$ cat src/rtl/mon_pkg.sv
package mon_pkg;

  typedef enum logic [1:0] {
    ACK_IDLE = 2'd0,
    ACK_ON   = 2'd1,
    ACK_GAP  = 2'd2,
    ACK_HOLD = 2'd3
  } ack_st_e;

  // MX is active low: a new byte is marked by inactive then active
  function automatic logic mx_new_byte(input logic prev_mx, input logic cur_mx);
    return prev_mx & ~cur_mx;
  endfunction

  // two inactive frames in a row close the message
  function automatic logic mx_quiet_pair(input logic prev_mx, input logic cur_mx);
    return prev_mx & cur_mx;
  endfunction

endpackage

$ cat src/rtl/mon_frame_sampler.sv
module mon_frame_sampler
  import mon_pkg::*;
(
  input  logic clk,
  input  logic rst,
  input  logic frame_stb,
  input  logic rx_mx,
  output logic mx_fall,
  output logic mx_quiet2
);

  logic mx_prev;

  always_ff @(posedge clk) begin
    if (rst)            mx_prev <= 1'b1;
    else if (frame_stb) mx_prev <= rx_mx;
  end

  assign mx_fall   = frame_stb & mx_new_byte(mx_prev, rx_mx);
  assign mx_quiet2 = frame_stb & mx_quiet_pair(mx_prev, rx_mx);

  // an edge and a quiet pair cannot both be seen in one frame
  p_edge_excl_r7: assert property (@(posedge clk) disable iff (rst)
    !(mx_fall && mx_quiet2));

endmodule

$ cat src/rtl/mon_ack_ctrl.sv
module mon_ack_ctrl
  import mon_pkg::*;
#(
  parameter int HOLD_FRAMES = 2
) (
  input  logic clk,
  input  logic rst,
  input  logic frame_stb,
  input  logic ctrl_en,
  input  logic chan_active,
  input  logic rd_pend,
  output logic mr_o,
  output logic ack_on,
  output logic gap_enter
);

  localparam int CW = $clog2(HOLD_FRAMES + 1);
  localparam logic [CW-1:0] HOLD_MAX = CW'(HOLD_FRAMES);

  ack_st_e       st, st_nx;
  logic [CW-1:0] cnt, cnt_nx;
  logic          go_on;

  assign go_on = ctrl_en & chan_active;

  always_comb begin
    st_nx  = st;
    cnt_nx = cnt;
    if (frame_stb) begin
      unique case (st)
        ACK_IDLE: if (go_on) st_nx = ACK_ON;
        ACK_ON: begin
          if (!go_on) begin
            st_nx  = ACK_HOLD;
            cnt_nx = CW'(1);
          end else if (rd_pend) begin
            st_nx = ACK_GAP;
          end
        end
        ACK_GAP: begin
          if (!go_on) begin
            st_nx  = ACK_HOLD;
            cnt_nx = CW'(2);
          end else begin
            st_nx = ACK_ON;
          end
        end
        ACK_HOLD: begin
          if (cnt < HOLD_MAX) cnt_nx = cnt + CW'(1);
          else                st_nx  = go_on ? ACK_ON : ACK_IDLE;
        end
        default: st_nx = ACK_IDLE;
      endcase
    end
  end

  always_ff @(posedge clk) begin
    if (rst) begin
      st  <= ACK_IDLE;
      cnt <= '0;
    end else begin
      st  <= st_nx;
      cnt <= cnt_nx;
    end
  end

  assign mr_o      = (st != ACK_ON);
  assign ack_on    = (st == ACK_ON);
  assign gap_enter = frame_stb & (st == ACK_ON) & go_on & rd_pend;

  p_mr_frame_only_r11: assert property (@(posedge clk) disable iff (rst)
    !frame_stb |=> $stable(mr_o));

  p_hold_min_r8: assert property (@(posedge clk) disable iff (rst)
    (frame_stb && st == ACK_HOLD && cnt < HOLD_MAX) |=> mr_o);

  p_gap_single_r6: assert property (@(posedge clk) disable iff (rst)
    (frame_stb && st == ACK_GAP && go_on) |=> !mr_o);

endmodule

$ cat src/rtl/mon_status.sv
module mon_status (
  input  logic clk,
  input  logic rst,
  input  logic set_rdy,
  input  logic set_end,
  input  logic clr,
  output logic rdy,
  output logic endf
);

  always_ff @(posedge clk) begin
    if (rst) begin
      rdy  <= 1'b0;
      endf <= 1'b0;
    end else begin
      rdy  <= set_rdy | (rdy & ~clr);
      endf <= set_end | (endf & ~clr);
    end
  end

  p_clear_r10: assert property (@(posedge clk) disable iff (rst)
    (clr && !set_rdy && !set_end) |=> (!rdy && !endf));

  p_sticky_r10: assert property (@(posedge clk) disable iff (rst)
    (rdy && !clr) |=> rdy);

endmodule

$ cat src/rtl/mon_rx.sv
module mon_rx
  import mon_pkg::*;
#(
  parameter int DATA_W      = 8,
  parameter int HOLD_FRAMES = 2
) (
  input  logic              clk,
  input  logic              rst,
  input  logic              frame_stb,
  input  logic [DATA_W-1:0] rx_byte,
  input  logic              rx_mx,
  input  logic              ctrl_en,
  input  logic              int_en,
  input  logic              data_rd,
  input  logic              stat_rd,
  output logic              mr_o,
  output logic [DATA_W-1:0] data_q,
  output logic              stat_ready,
  output logic              stat_end,
  output logic              chan_active,
  output logic              irq
);

  logic mx_fall, mx_quiet2;
  logic ack_on, gap_enter;
  logic end_seen, ack_wait, rd_pend;
  logic first_evt, byte_evt, end_evt, close_evt;

  mon_frame_sampler u_smp (
    .clk       (clk),
    .rst       (rst),
    .frame_stb (frame_stb),
    .rx_mx     (rx_mx),
    .mx_fall   (mx_fall),
    .mx_quiet2 (mx_quiet2)
  );

  mon_ack_ctrl #(.HOLD_FRAMES(HOLD_FRAMES)) u_ack (
    .clk         (clk),
    .rst         (rst),
    .frame_stb   (frame_stb),
    .ctrl_en     (ctrl_en),
    .chan_active (chan_active),
    .rd_pend     (rd_pend),
    .mr_o        (mr_o),
    .ack_on      (ack_on),
    .gap_enter   (gap_enter)
  );

  // named events, used by the state below and by the assertions
  assign first_evt = mx_fall & ~chan_active;
  assign byte_evt  = mx_fall & chan_active & ctrl_en & ack_on
                   & ~ack_wait & ~rd_pend & ~end_seen;
  assign end_evt   = mx_quiet2 & chan_active & ~end_seen;
  assign close_evt = chan_active & end_seen & ~ctrl_en;

  always_ff @(posedge clk) begin
    if (rst) begin
      data_q      <= '0;
      chan_active <= 1'b0;
      end_seen    <= 1'b0;
      ack_wait    <= 1'b0;
      rd_pend     <= 1'b0;
    end else if (close_evt) begin
      chan_active <= 1'b0;
      end_seen    <= 1'b0;
      ack_wait    <= 1'b0;
      rd_pend     <= 1'b0;
    end else begin
      if (first_evt) begin
        data_q      <= rx_byte;
        chan_active <= 1'b1;
      end
      if (byte_evt) begin
        data_q   <= rx_byte;
        ack_wait <= 1'b1;
      end
      if (end_evt) end_seen <= 1'b1;
      if (data_rd && ack_wait) begin
        ack_wait <= 1'b0;
        rd_pend  <= 1'b1;
      end
      if (gap_enter || !ctrl_en) rd_pend <= 1'b0;
    end
  end

  mon_status u_stat (
    .clk     (clk),
    .rst     (rst),
    .set_rdy (first_evt | (byte_evt & int_en)),
    .set_end (end_evt & int_en),
    .clr     (stat_rd),
    .rdy     (stat_ready),
    .endf    (stat_end)
  );

  assign irq = stat_ready | stat_end;

  p_first_r2: assert property (@(posedge clk) disable iff (rst)
    first_evt |=> (stat_ready && chan_active));

  p_ready_r4: assert property (@(posedge clk) disable iff (rst)
    (byte_evt && int_en) |=> stat_ready);

  p_unread_r5: assert property (@(posedge clk) disable iff (rst)
    (ack_wait && !close_evt) |=> $stable(data_q));

  p_end_r7: assert property (@(posedge clk) disable iff (rst)
    (end_evt && int_en) |=> stat_end);

  p_close_r9: assert property (@(posedge clk) disable iff (rst)
    close_evt |=> !chan_active);

endmodule

$ cat config.mk
export PLATFORM = sky130hd
export DESIGN_NAME = mon_rx
export DESIGN_NICKNAME = d
export VERILOG_FILES = /design/src/rtl/mon_pkg.sv /design/src/rtl/mon_frame_sampler.sv /design/src/rtl/mon_ack_ctrl.sv /design/src/rtl/mon_status.sv /design/src/rtl/mon_rx.sv
export SDC_FILE = /design/constraint.sdc
export NUM_CORES = 1
export LEC_CHECK = 0
export ABC_AREA = 1
export BUFFER_PORTS_ARGS = -buffer_cell sky130_fd_sc_hd__buf_2
export CAP_MARGIN = 20
export CORE_ASPECT_RATIO = 1.2
export CORE_MARGIN = 4
export CORE_UTILIZATION = 45
export DETAILED_ROUTE_END_ITERATION = 6
export GPL_ROUTABILITY_DRIVEN = 0
export GPL_TIMING_DRIVEN = 0
export PLACE_DENSITY = 0.76
export REMOVE_ABC_BUFFERS = 1
export SKIP_LAST_GASP = 1
export SLEW_MARGIN = 20
export SYNTH_ARGS = -nofsm -noshare
export SYNTH_HDL_FRONTEND = slang
export SYNTH_SLANG_ARGS = --single-unit
$ cat constraint.sdc
create_clock -name clk -period 1.4 [get_ports clk]
set_input_delay 0.28 -clock clk [delete_from_list [all_inputs] [get_ports clk]]
set_output_delay 0.28 -clock clk [all_outputs]
set_load 0.1 [all_outputs]
# Yosys cells after proc, flatten, opt, wreduce, memory -nomap -nowiden
# Cells that the tools add are included.
[word_totals]
ff_bits = 19
[classes]
add_sub_neg = 1
bitwise_logic = 35
n_eq_ne = 10
reduce_logical = 12
mux = 13
magnitude_cmp = 1
[ops]
columns = ["operator", "n"]
rows = [
  ["1-bit AND", 23],
  ["2-bit two-way mux", 8],
  ["8-bit two-way mux", 2],
  ["1-bit inverter", 8],
  ["2-bit case mux with 4 select lines", 1],
  ["2-bit by 1-bit inequality test with 1-bit output, second input constant", 3],
  ["2-bit inequality test, second input constant", 3],
  ["2-bit case mux with 3 select lines", 1],
  ["3-bit OR reduction", 2],
  ["5-bit AND reduction", 1],
  ["2-bit equality test, second input constant", 2],
  ["1-bit OR", 4],
  ["4-bit AND reduction", 1],
  ["3-bit inequality test, second input constant", 1],
  ["3-bit nonzero test", 1],
  ["2-bit by 1-bit adder with 2-bit output, second input constant", 1],
  ["2-bit by 1-bit equality test with 1-bit output, second input constant", 1],
  ["2-bit zero test", 1],
  ["2-bit < comparator, second input constant", 1],
  ["2-bit AND reduction", 1],
  ["2-bit nonzero test", 1],
  ["2-bit OR reduction", 1],
  ["1-bit logical AND", 1],
  ["1-bit zero test", 1],
  ["2 further kinds", 2],
]

# Logic depth before layout (Yosys ltp)
# Gate-level depths: netlist of the first run.
[logic_depth]
depth_word = 12
depth_mapped = 9
ltp_nobuf = 8

# Cells and area by module
# Synthesis of the first run repeated with hierarchy kept, for this count alone.
[unflattened]
hier_cells = 144
hier_area_um2 = 930.9
[modules_own_cells]
columns = ["mod", "area_each_um2", "cells_per_inst", "instances"]
rows = [
  ["mon_rx", 546.8, 82, 1],
  ["mon_ack_ctrl", 257.7, 43, 1],
  ["mon_status", 68.8, 9, 1],
  ["mon_frame_sampler", 57.6, 10, 1],
]

# Worst setup path after synthesis of the first run
# OpenSTA, ideal clock, no wires.
[synth_timing]
kind = "reg2reg"
startpoint = "register chan_active"
endpoint = "register data_q[0]"
t_required_ps = 1285
setup_time_ps = 115
path_stages_with_launch = 7
arrival_time_ps = 1799
setup_slack_ps = -514
cell_sequence = "dfxtp_1 nand2_2 nor2_2 nand2_2 buf_6 a21oi_1 nor2_1"
[synth_between]
elab_chain_len = 8
word_cells_on_any_way = 14
[synth_rtl]
columns = ["item", "line", "rtl"]
rows = [
  ["start, declared", "mon_rx.sv:20", "output logic chan_active,"],
  ["start signal, assigned", "mon_rx.sv:60", "chan_active <= 1'b0;"],
  ["start signal, assigned", "mon_rx.sv:65", "chan_active <= 1'b0;"],
  ["start signal, assigned", "mon_rx.sv:72", "chan_active <= 1'b1;"],
  ["1-bit AND (3 in a row)", "mon_rx.sv:52", "assign byte_evt = mx_fall & chan_active & ctrl_en & ack_on"],
  ["1-bit AND (3 in a row)", "mon_rx.sv:53", "& ~ack_wait & ~rd_pend & ~end_seen;"],
  ["2-bit nonzero test (no line)", "-", ""],
  ["2-bit AND reduction (no line)", "-", ""],
  ["end signal, assigned", "mon_rx.sv:71", "data_q <= rx_byte;"],
  ["end signal, assigned", "mon_rx.sv:75", "data_q <= rx_byte;"],
  ["end, declared", "mon_rx.sv:17", "output logic [DATA_W-1:0] data_q,"],
]
# Parallel ways exist; a longest one is shown, timed or not.
# A chain may end at the register's enable or synchronous reset.

# Final worst setup path of the first run
[layout_timing]
startpoint = "register u_ack.st[1]"
endpoint = "output mr_o"
[layout_between]
elab_chain_len = 1
[layout_rtl]
columns = ["item", "line", "rtl"]
rows = [
  ["start, declared", "mon_ack_ctrl.sv:20", "ack_st_e st, st_nx;"],
  ["start signal, assigned", "mon_ack_ctrl.sv:62", "st <= st_nx;"],
  ["2-bit by 1-bit inequality test with 1-bit output", "mon_ack_ctrl.sv:67", "assign mr_o = (st != ACK_ON);"],
  ["end, declared", "mon_rx.sv:16", "output logic mr_o,"],
]
# No other way between the ends.

==> results of run 1 <==
-- layer usage --
metal	GRT usage, %	up-vias
met3	3.29	2
met5	0	-
met2	30.4	21
met1	16.0	447
met4	4.62	0
li1	-	502
-- critical path, delay by kind of cell (launching register included) --
family | cells | cell delay, ns
buffers and inverters | 2 | 0.30
flip-flops | 1 | 0.38
AND/OR/NAND/NOR | 1 | 0.12
-- final timing paths --
path	slack, ns	end	cells after the start
setup / recovery	0.03	mr_o	3
hold / removal	0.19	data_q[2]	3
setup reg to reg	0.17	data_q[3]	6
hold reg to reg	0.48	u_ack.cnt[1]	2
-- kinds of logic after synthesis --
kind of cell / count (synthesis)
flip-flops: 19
AO/OA/AOI/OAI: 20
AND/OR/NAND/NOR: 74
buffers and inverters: 29
-- metrics by stage --
step	setup TNS, ns	power, uW	utilization, %
floorplan	-6.98	875	-
CTS	-0.0147	1230	56.0
detailed placement	0	947	53.2
finish	0	1230	56.9
global placement	0	937	53.2
global route	-0.0426	1290	56.9
-- cell usage in the layout, fill, tap and decap left out, drive strengths merged --
cell     n
dfxtp   19
o21ai    1
o211ai   1
clkbuf   5
buf     26
a21oi   17
or2      1
o21a     1
nand2   30
nand3   21
clkinv   1
nor3     1
nor2    20
nand4    1
inv     24
-- layout make-up --
type,instances,share of cell area [%]
inverter,24,7.73
multi-input combinational,94,38.2
sequential,19,33.3
timing repair buffer,28,15.2
tap,30,3.22
clock inverter,1,0.429
clock buffer,3,1.93
-- state kept, by name (all words and copies together) (netlist names) --
signal / flops
ack_wait: 1
u_smp.mx_prev: 1
u_ack.st: 2
u_stat.endf: 1
u_stat.rdy: 1
rd_pend: 1
u_ack.cnt: 2
end_seen: 1
data_q: 8
chan_active: 1
-- where the power goes --
part	switching (uW)	internal (uW)	leakage, uW
sequential	20.0	567	0.000157
combinational	275	89.3	0.000429
clock	172	107	0.0000177
total	467	763	0.000604
-- synth_stat cells --
library cell / number
inv_2: 2
nand4_1: 1
o21ai_0: 1
a21oi_1: 17
nor2_2: 3
inv_1: 22
o21a_1: 1
buf_6: 4
nor2_1: 17
nand2_1: 28
nor3_1: 1
nand3_2: 3
buf_4: 1
o211ai_1: 1
nand2_2: 2
dfxtp_1: 19
nand3_1: 18
or2_2: 1
-- repair_timing --
| action | CTS | global route |
|---|---|---|
| hold endpoints to repair | 0 | 0 |
| endpoints found under the setup margin | 3 | 14 |
| resized for setup | 10 | 7 |
==> impl_metrics.ini, run 1 <==
[run_status]
status = completed

[routing]
dr_wl_met3_um = 104
post-route-drc-count = 0
num_vias = 972
highest_layer = met4
wl_met2_um = 1130
drt_iter0_markers = 16
vias_per_cell = 4.88
postRouteAntennaNets = 0
drt_wl_total_um = 2120
firstDrtPassIters = 4
wl_per_cell_um = 10.6
met1_length_um = 873

[placement]
dp_slack_ns = 0.0468
hpwlAfterDp_um = 1640
portBuffers = 28
dp_cells = 195
placed_area_um2 = 1090

[sta]
finalCritPeriodShare_pct = 98.2
holdWs_ns = 0.189
setup_slack_ns = 0.0254
hold_viol = 0
max_freq_mhz = 727
drv_slew = 0
finalSetupViolCount = 0
fin_skew_ns = 0.00817
fin_crit_ns = 1.37
worst_slew_pin_slew_ns = 0.493
slew_headroom_pct = 67.3
rsz0062_at_grt = yes

[cells_and_area]
antenna_cells = 0
layout.area.seq_um2 = 388
fin_nets = 186
fin_cells = 199
syn2layout_area_growth_pct = 20.7
multi_input_area_um2 = 445
drive_gt1_share_pct = 27.8
nFillCells = 200
fin_area_um2 = 1170

[synthesis]
syn_area_um2 = 966
muxShareOfSynthArea_pct = 0
synth_cell_types = 18
synth-xor-area-share_pct = 0
avgSynthCellArea_um2 = 6.80
yosysTopAreaCell = dfxtp_1
ys_seq_area_share_pct = 39.4
synth-seq-cells = 19
syn_inst = 142
yosysTopAreaCellShare_pct = 39.4
synth_compound_area_share_pct = 10.9
yosys.area_share.adder_pct = 0
yosys_warnings = 0
synth-simple-area-share_pct = 35.0
synth_top_family_by_area = simple AND/OR/NAND/NOR gates
synth_area_leaders = dfxtp_1 (39%), nand2_1 (11%), nand3_1 (9.3%), a21oi_1 (8.8%), inv_1 (8.5%)

[critical_path]
reg2reg_from = u_ack.st[1]
worstSetupStartpoint = u_ack.st[1]
arrival_ns = 1.09
startpoint_type = register
critPathCaptureType = primary output
crit_fanout = 8
cpPeakStageDelay_ns = 0.38
cpMaxStageDelayCell = dfxtp_4
crit_chain = inv_2, nand2_1, buf_12
cp.required_ns = 1.12
criticalPathCategory = reg2out

[floorplanning]
pin_count = 29
initial_utilization_pct = 47.1
rows = 18
coreArea_um2 = 2050
die_x_um = 50.3
dieArea_um2 = 2950
die_h_um = 58.8

[flow_run]
cap_violations = 0

[global_route]
antenna_found_initial = 0
grt_pass1_vias = 927
groute.usage.overall_pct = 15.4
grt-ovfl-total = 0
grt_max_degree = 18
grt_first_pass_wirelength_um = 3620

[cts]
insertion_delay_ns = 0.30
hold_buffers = 0
cts.sinks = 19
cts-root-buf = clkbuf_4
cts_max_path_buffers = 2
cts_tree = done
cts_made_buffers = 3
clkTransAtPathRegs_ns = 0.11
htree_levels = 1
cts_setup_buffers = 0

[power_and_ir_drop]
p_leak_uw = 0.000604
cellPowerDensity_nw_per_um2 = 1060
peakVddDrop_uv = 862

[worst_hold_path]
hold_class = in2reg
hp-start = rx_byte[2]
Power figures use the tool's default switching activity.
==> inputs of run 2 (changes only) <==
--- a/config.mk
+++ b/config.mk
@@ -11,6 +11,7 @@
 export CORE_ASPECT_RATIO = 1.2
 export CORE_MARGIN = 4
 export CORE_UTILIZATION = 45
+export CTS_BUF_LIST = sky130_fd_sc_hd__clkbuf_8
 export DETAILED_ROUTE_END_ITERATION = 6
 export GPL_ROUTABILITY_DRIVEN = 0
 export GPL_TIMING_DRIVEN = 0
==> run 2 against run 1 <==
Compared with the run above: setup slack gained 0.022 ns; sequential share of layout area shrank 0.36 points; maximum frequency grew 1.6%; die area is the same.
==> impl_metrics.ini, run 2 (synthesis results as in run 1) <==
[run_status]
status = completed

[power_and_ir_drop]
switching_power_uw = 491
pwr-share-comb_pct = 26.8
cellPowerDensity_nw_per_um2 = 1140
p_int_uw = 848
sequentialPowerShare_pct = 43.8
p_leak_uw = 0.000624
p_clk_share_pct = 29.4
peakVddDrop_uv = 893
switching_share_pct = 36.7
power_uw = 1340

[floorplanning]
coreArea_um2 = 2050
die_h_um = 58.8
initial_utilization_pct = 47.1
rows = 18
dieArea_um2 = 2950
die_x_um = 50.3
pin_count = 29

[sta]
worst_slew_pin_slew_ns = 0.491
setup_slack_ns = 0.0474
fin_setup_tns_ns = 0
rsz0062_at_grt = no
slew_headroom_pct = 67.5
finalSetupViolCount = 0
hold_viol = 0
fin_skew_ns = 0.00314
max_freq_mhz = 739
fin_crit_ns = 1.35
drv_slew = 0
finalCritPeriodShare_pct = 96.6

[cells_and_area]
final_common_cell = nand2_1
final_core_util_pct = 57.1
nFillCells = 197
fin_area_um2 = 1170
syn2layout_area_growth_pct = 21.2
drive_gt1_share_pct = 26.6
largestRegisters = data_q (8), u_ack.cnt (2), u_ack.st (2)
antenna_cells = 0
largest_reg_flops = 8
top_register = data_q
fin_nets = 186
final_cell_mix = nand2_1 (28), buf_2 (25), inv_1 (22)

[routing]
postRouteAntennaNets = 0
num_vias = 971
drt_iter0_markers = 18
post-route-drc-count = 0
drt_wl_total_um = 2160
firstDrtPassIters = 5
vias_per_cell = 4.88
wl_per_cell_um = 10.8

[global_route]
grt_max_degree = 18
groute.usage.overall_pct = 16.8
grt-ovfl-total = 0
grt_pass1_vias = 931
antenna_found_initial = 0
grt_first_pass_wirelength_um = 3730

[worst_hold_path]
worstHoldEndpoint = data_q[4]
min_delay_path_depth = 3
hold_class = in2reg
hp-start = rx_byte[4]

[placement]
hpwlAfterDp_um = 1640
dp_slack_ns = 0.0468
portBuffers = 28
placed_area_um2 = 1090

[critical_path]
reg2reg_from = chan_active
critPathCaptureType = primary output
r2r_slack_ns = 0.13
criticalPathCategory = reg2out
arrival_ns = 1.07
startpoint_type = register
r2r-end = data_q[7]
cp.required_ns = 1.12
worst-r2r-cell-count = 5
crit_fanout = 3

[cts]
insertion_delay_ns = 0.26
cts_max_path_buffers = 2
hold_buffers = 0
htree_levels = 1
clkTransAtPathRegs_ns = 0.07
cts.sinks = 19
cts-root-buf = clkbuf_8
cts_tree = done
cts_made_buffers = 3
cts_setup_buffers = 0

[flow_run]
cap_violations = 0
run 2: how the worst max path moves through the flow:
stage          cells past startpoint         from   endpoint
2_1_floorplan                      5  chan_active  data_q[0]
3_3_place_gp                       3  u_ack.st[1]       mr_o
3_5_place_dp                       3  u_ack.st[1]       mr_o
4_1_cts                            2  u_stat.endf        irq
5_1_grt                            3  u_ack.st[1]       mr_o
6_report                           2  u_stat.endf        irq
run 2: metrics by stage:
stage	cells	hold WS (ns)
floorplan	137	0.349
CTS	199	0.234
detailed placement	195	0.466
global placement	195	0.450
global route	199	0.241
finish	199	0.230
run 2: repair_timing:
item                                    CTS  global route
gates resized for setup                   5             6
hold endpoints to repair                  0             0
endpoints found under the setup margin    3            11
run 2: area by class of cell:
| cell class | instances | area, um^2 | area share, % |
|---|---|---|---|
| clock buffer | 3 | 41.3 | 3.53 |
| multi-input combinational | 94 | 448 | 38.2 |
| inverter | 24 | 90.1 | 7.69 |
| timing repair buffer | 28 | 164 | 14.0 |
| clock inverter | 1 | 5.00 | 0.427 |
| sequential | 19 | 385 | 32.9 |
| tap | 30 | 37.5 | 3.21 |
run 2: power groups by stage:
stage | Clock (uW) | Sequential [uW] | Combinational [uW]
2_1_floorplan | 0 | 749 | 125
3_3_place_gp | 0 | 598 | 340
3_5_place_dp | 0 | 600 | 347
4_1_cts | 396 | 588 | 353
5_1_grt | 420 | 590 | 385
6_report | 394 | 586 | 359
run 2: metal layers:
| metal | global-route usage [%] | vias to the layer above | share of wire (%) |
|---|---|---|---|
| met5 | 0 | - | 0 |
| met4 | 11.5 | 0 | 3.7 |
| met3 | 5.57 | 9 | 5.6 |
| met2 | 30.2 | 26 | 50 |
| met1 | 16.1 | 439 | 41 |
| li1 | - | 497 | - |
run 2: worst max-delay path, cell delays in order, from the launching register on:
cell and delay (ns):
dfxtp_1 0.32, or2_2 0.30, buf_6 0.19
==> inputs of run 3 (changes only) <==
==> constraint.sdc (replaced) <==
create_clock -name clk -period 1.4 [get_ports clk]
set_input_delay 0.28 -clock clk [delete_from_list [all_inputs] [get_ports clk]]
set_output_delay 0.28 -clock clk [all_outputs]
set_load 0.05 [all_outputs]
==> run 3 against run 2 <==
Compared with the run above: maximum frequency down 0.28%; via count decreased by 0.31%; setup slack got worse by 0.0038 ns; power is 7.6% lower; design area down 2.0%; worst hold slack about the same; cell count stayed put; combinational power shrank 29%; critical path type unchanged; critical endpoint unchanged; highest routed layer unchanged.
==> impl_metrics.ini, run 3 (synthesis results as in run 1) <==
[floorplanning]
die_x_um = 50.3
dieArea_um2 = 2950
initial_utilization_pct = 47.1
die_h_um = 58.8
rows = 18
coreArea_um2 = 2050
pin_count = 29

[sta]
slew_headroom_pct = 76.5
setup_slack_ns = 0.0436
rsz0062_at_grt = yes
hold_viol = 0
fin_setup_tns_ns = 0
fin_skew_ns = 0.00315
worst_slew_pin_slew_ns = 0.352
drv_slew = 0
finalSetupViolCount = 0
finalCritPeriodShare_pct = 96.9
max_freq_mhz = 737
holdWs_ns = 0.230
fin_crit_ns = 1.36

[global_route]
grt-ovfl-total = 0
groute.usage.overall_pct = 16.8
antenna_found_initial = 0
grt_pass1_vias = 929
grt_first_pass_wirelength_um = 3720
grt_max_degree = 18

[routing]
postRouteAntennaNets = 0
drt_iter0_markers = 16
num_vias = 968
post-route-drc-count = 0
vias_per_cell = 4.86
drt_wl_total_um = 2120
firstDrtPassIters = 4
wl_per_cell_um = 10.7

[critical_path]
arrival_ns = 1.08
criticalPathCategory = reg2out
r2r_slack_ns = 0.14
startpoint_type = register
worst-r2r-cell-count = 5
crit_fanout = 3
critPathCaptureType = primary output
cp.required_ns = 1.12

[placement]
hpwlAfterDp_um = 1640
portBuffers = 28
dp_slack_ns = 0.109

[power_and_ir_drop]
peakVddDrop_uv = 848
cellPowerDensity_nw_per_um2 = 1080
p_leak_uw = 0.000616

[cts]
cts_tree = done
cts_setup_buffers = 0
clkTransAtPathRegs_ns = 0.07
cts_max_path_buffers = 2
cts-root-buf = clkbuf_8
hold_buffers = 0
cts_made_buffers = 3
insertion_delay_ns = 0.26
htree_levels = 1
cts.sinks = 19

[cells_and_area]
largest_reg_flops = 8
final_cell_mix = nand2_1 (28), buf_2 (27), inv_1 (22)
antenna_cells = 0
final_common_cell = nand2_1
syn2layout_area_growth_pct = 18.8
largestRegisters = data_q (8), u_ack.cnt (2), u_ack.st (2)
top_register = data_q
fin_nets = 186
drive_gt1_share_pct = 26.6

[worst_hold_path]
hold_class = in2reg
min_delay_path_depth = 3

[flow_run]
cap_violations = 0

[run_status]
status = completed
-- run 3: cell count changes in the layout (fill, tap and decap cells not counted), sizes merged --
cell | previous run | this run
buf | 28 | 27
clkbuf | 3 | 4
-- run 3: final cells by class --
| class | count | area, um^2 |
|---|---|---|
| fillers | 197 | 902 |
| inverters | 24 | 90.1 |
| repair buffers | 28 | 143 |
| flip-flops and latches | 19 | 383 |
| clock buffers | 3 | 41.3 |
| well taps | 30 | 37.5 |
| clock inverters | 1 | 5.00 |
| multi-input cells | 94 | 448 |
-- run 3: path summary, 6_finish.rpt --
check / endpoint / start
max: irq / u_stat.endf
min: data_q[4] / rx_byte[4]
max reg2reg: data_q[7] / chan_active
min reg2reg: u_ack.cnt[1] / u_ack.cnt[1]
-- run 3: power breakdown --
part / internal, uW / switching (uW) / leakage, uW / total (uW)
logic: 74.8 / 180 / 0.000435 / 255
registers: 569 / 19.6 / 0.000156 / 588
clock network: 199 / 196 / 0.0000255 / 395
total: 842 / 396 / 0.000616 / 1240
-- run 3: worst max-delay path, cell delays in order (launching register included) --
cell     delay [ns]
dfxtp_1        0.32
or2_2          0.28
buf_2          0.21
-- run 3: layer usage --
metal | share of wire, % | vias to the layer above | GRT usage [%]
met1 | 41 | 437 | 16.1
li1 | - | 496 | -
met4 | 3.5 | 0 | 11.5
met5 | 0 | - | 0
met3 | 6.1 | 7 | 5.57
met2 | 50 | 28 | 30.0
-- run 3: what timing repair did --
action / 4_1_cts / 5_1_grt
endpoints found under the setup margin: 1 / 8
gates resized for setup: 1 / 3
endpoints found under the hold margin: 0 / 0
-- run 3: stage by stage --
step | utilization [%] | power, uW | instance area, um^2 | instances
after detailed placement | 53.2 | 854 | 1090 | 195
final | 56.0 | 1240 | 1150 | 199
after global routing | 56.0 | 1290 | 1150 | 199
after global placement | 53.2 | 844 | 1090 | 195
after CTS | 55.6 | 1240 | 1140 | 199
after floorplan | - | 781 | 913 | 137
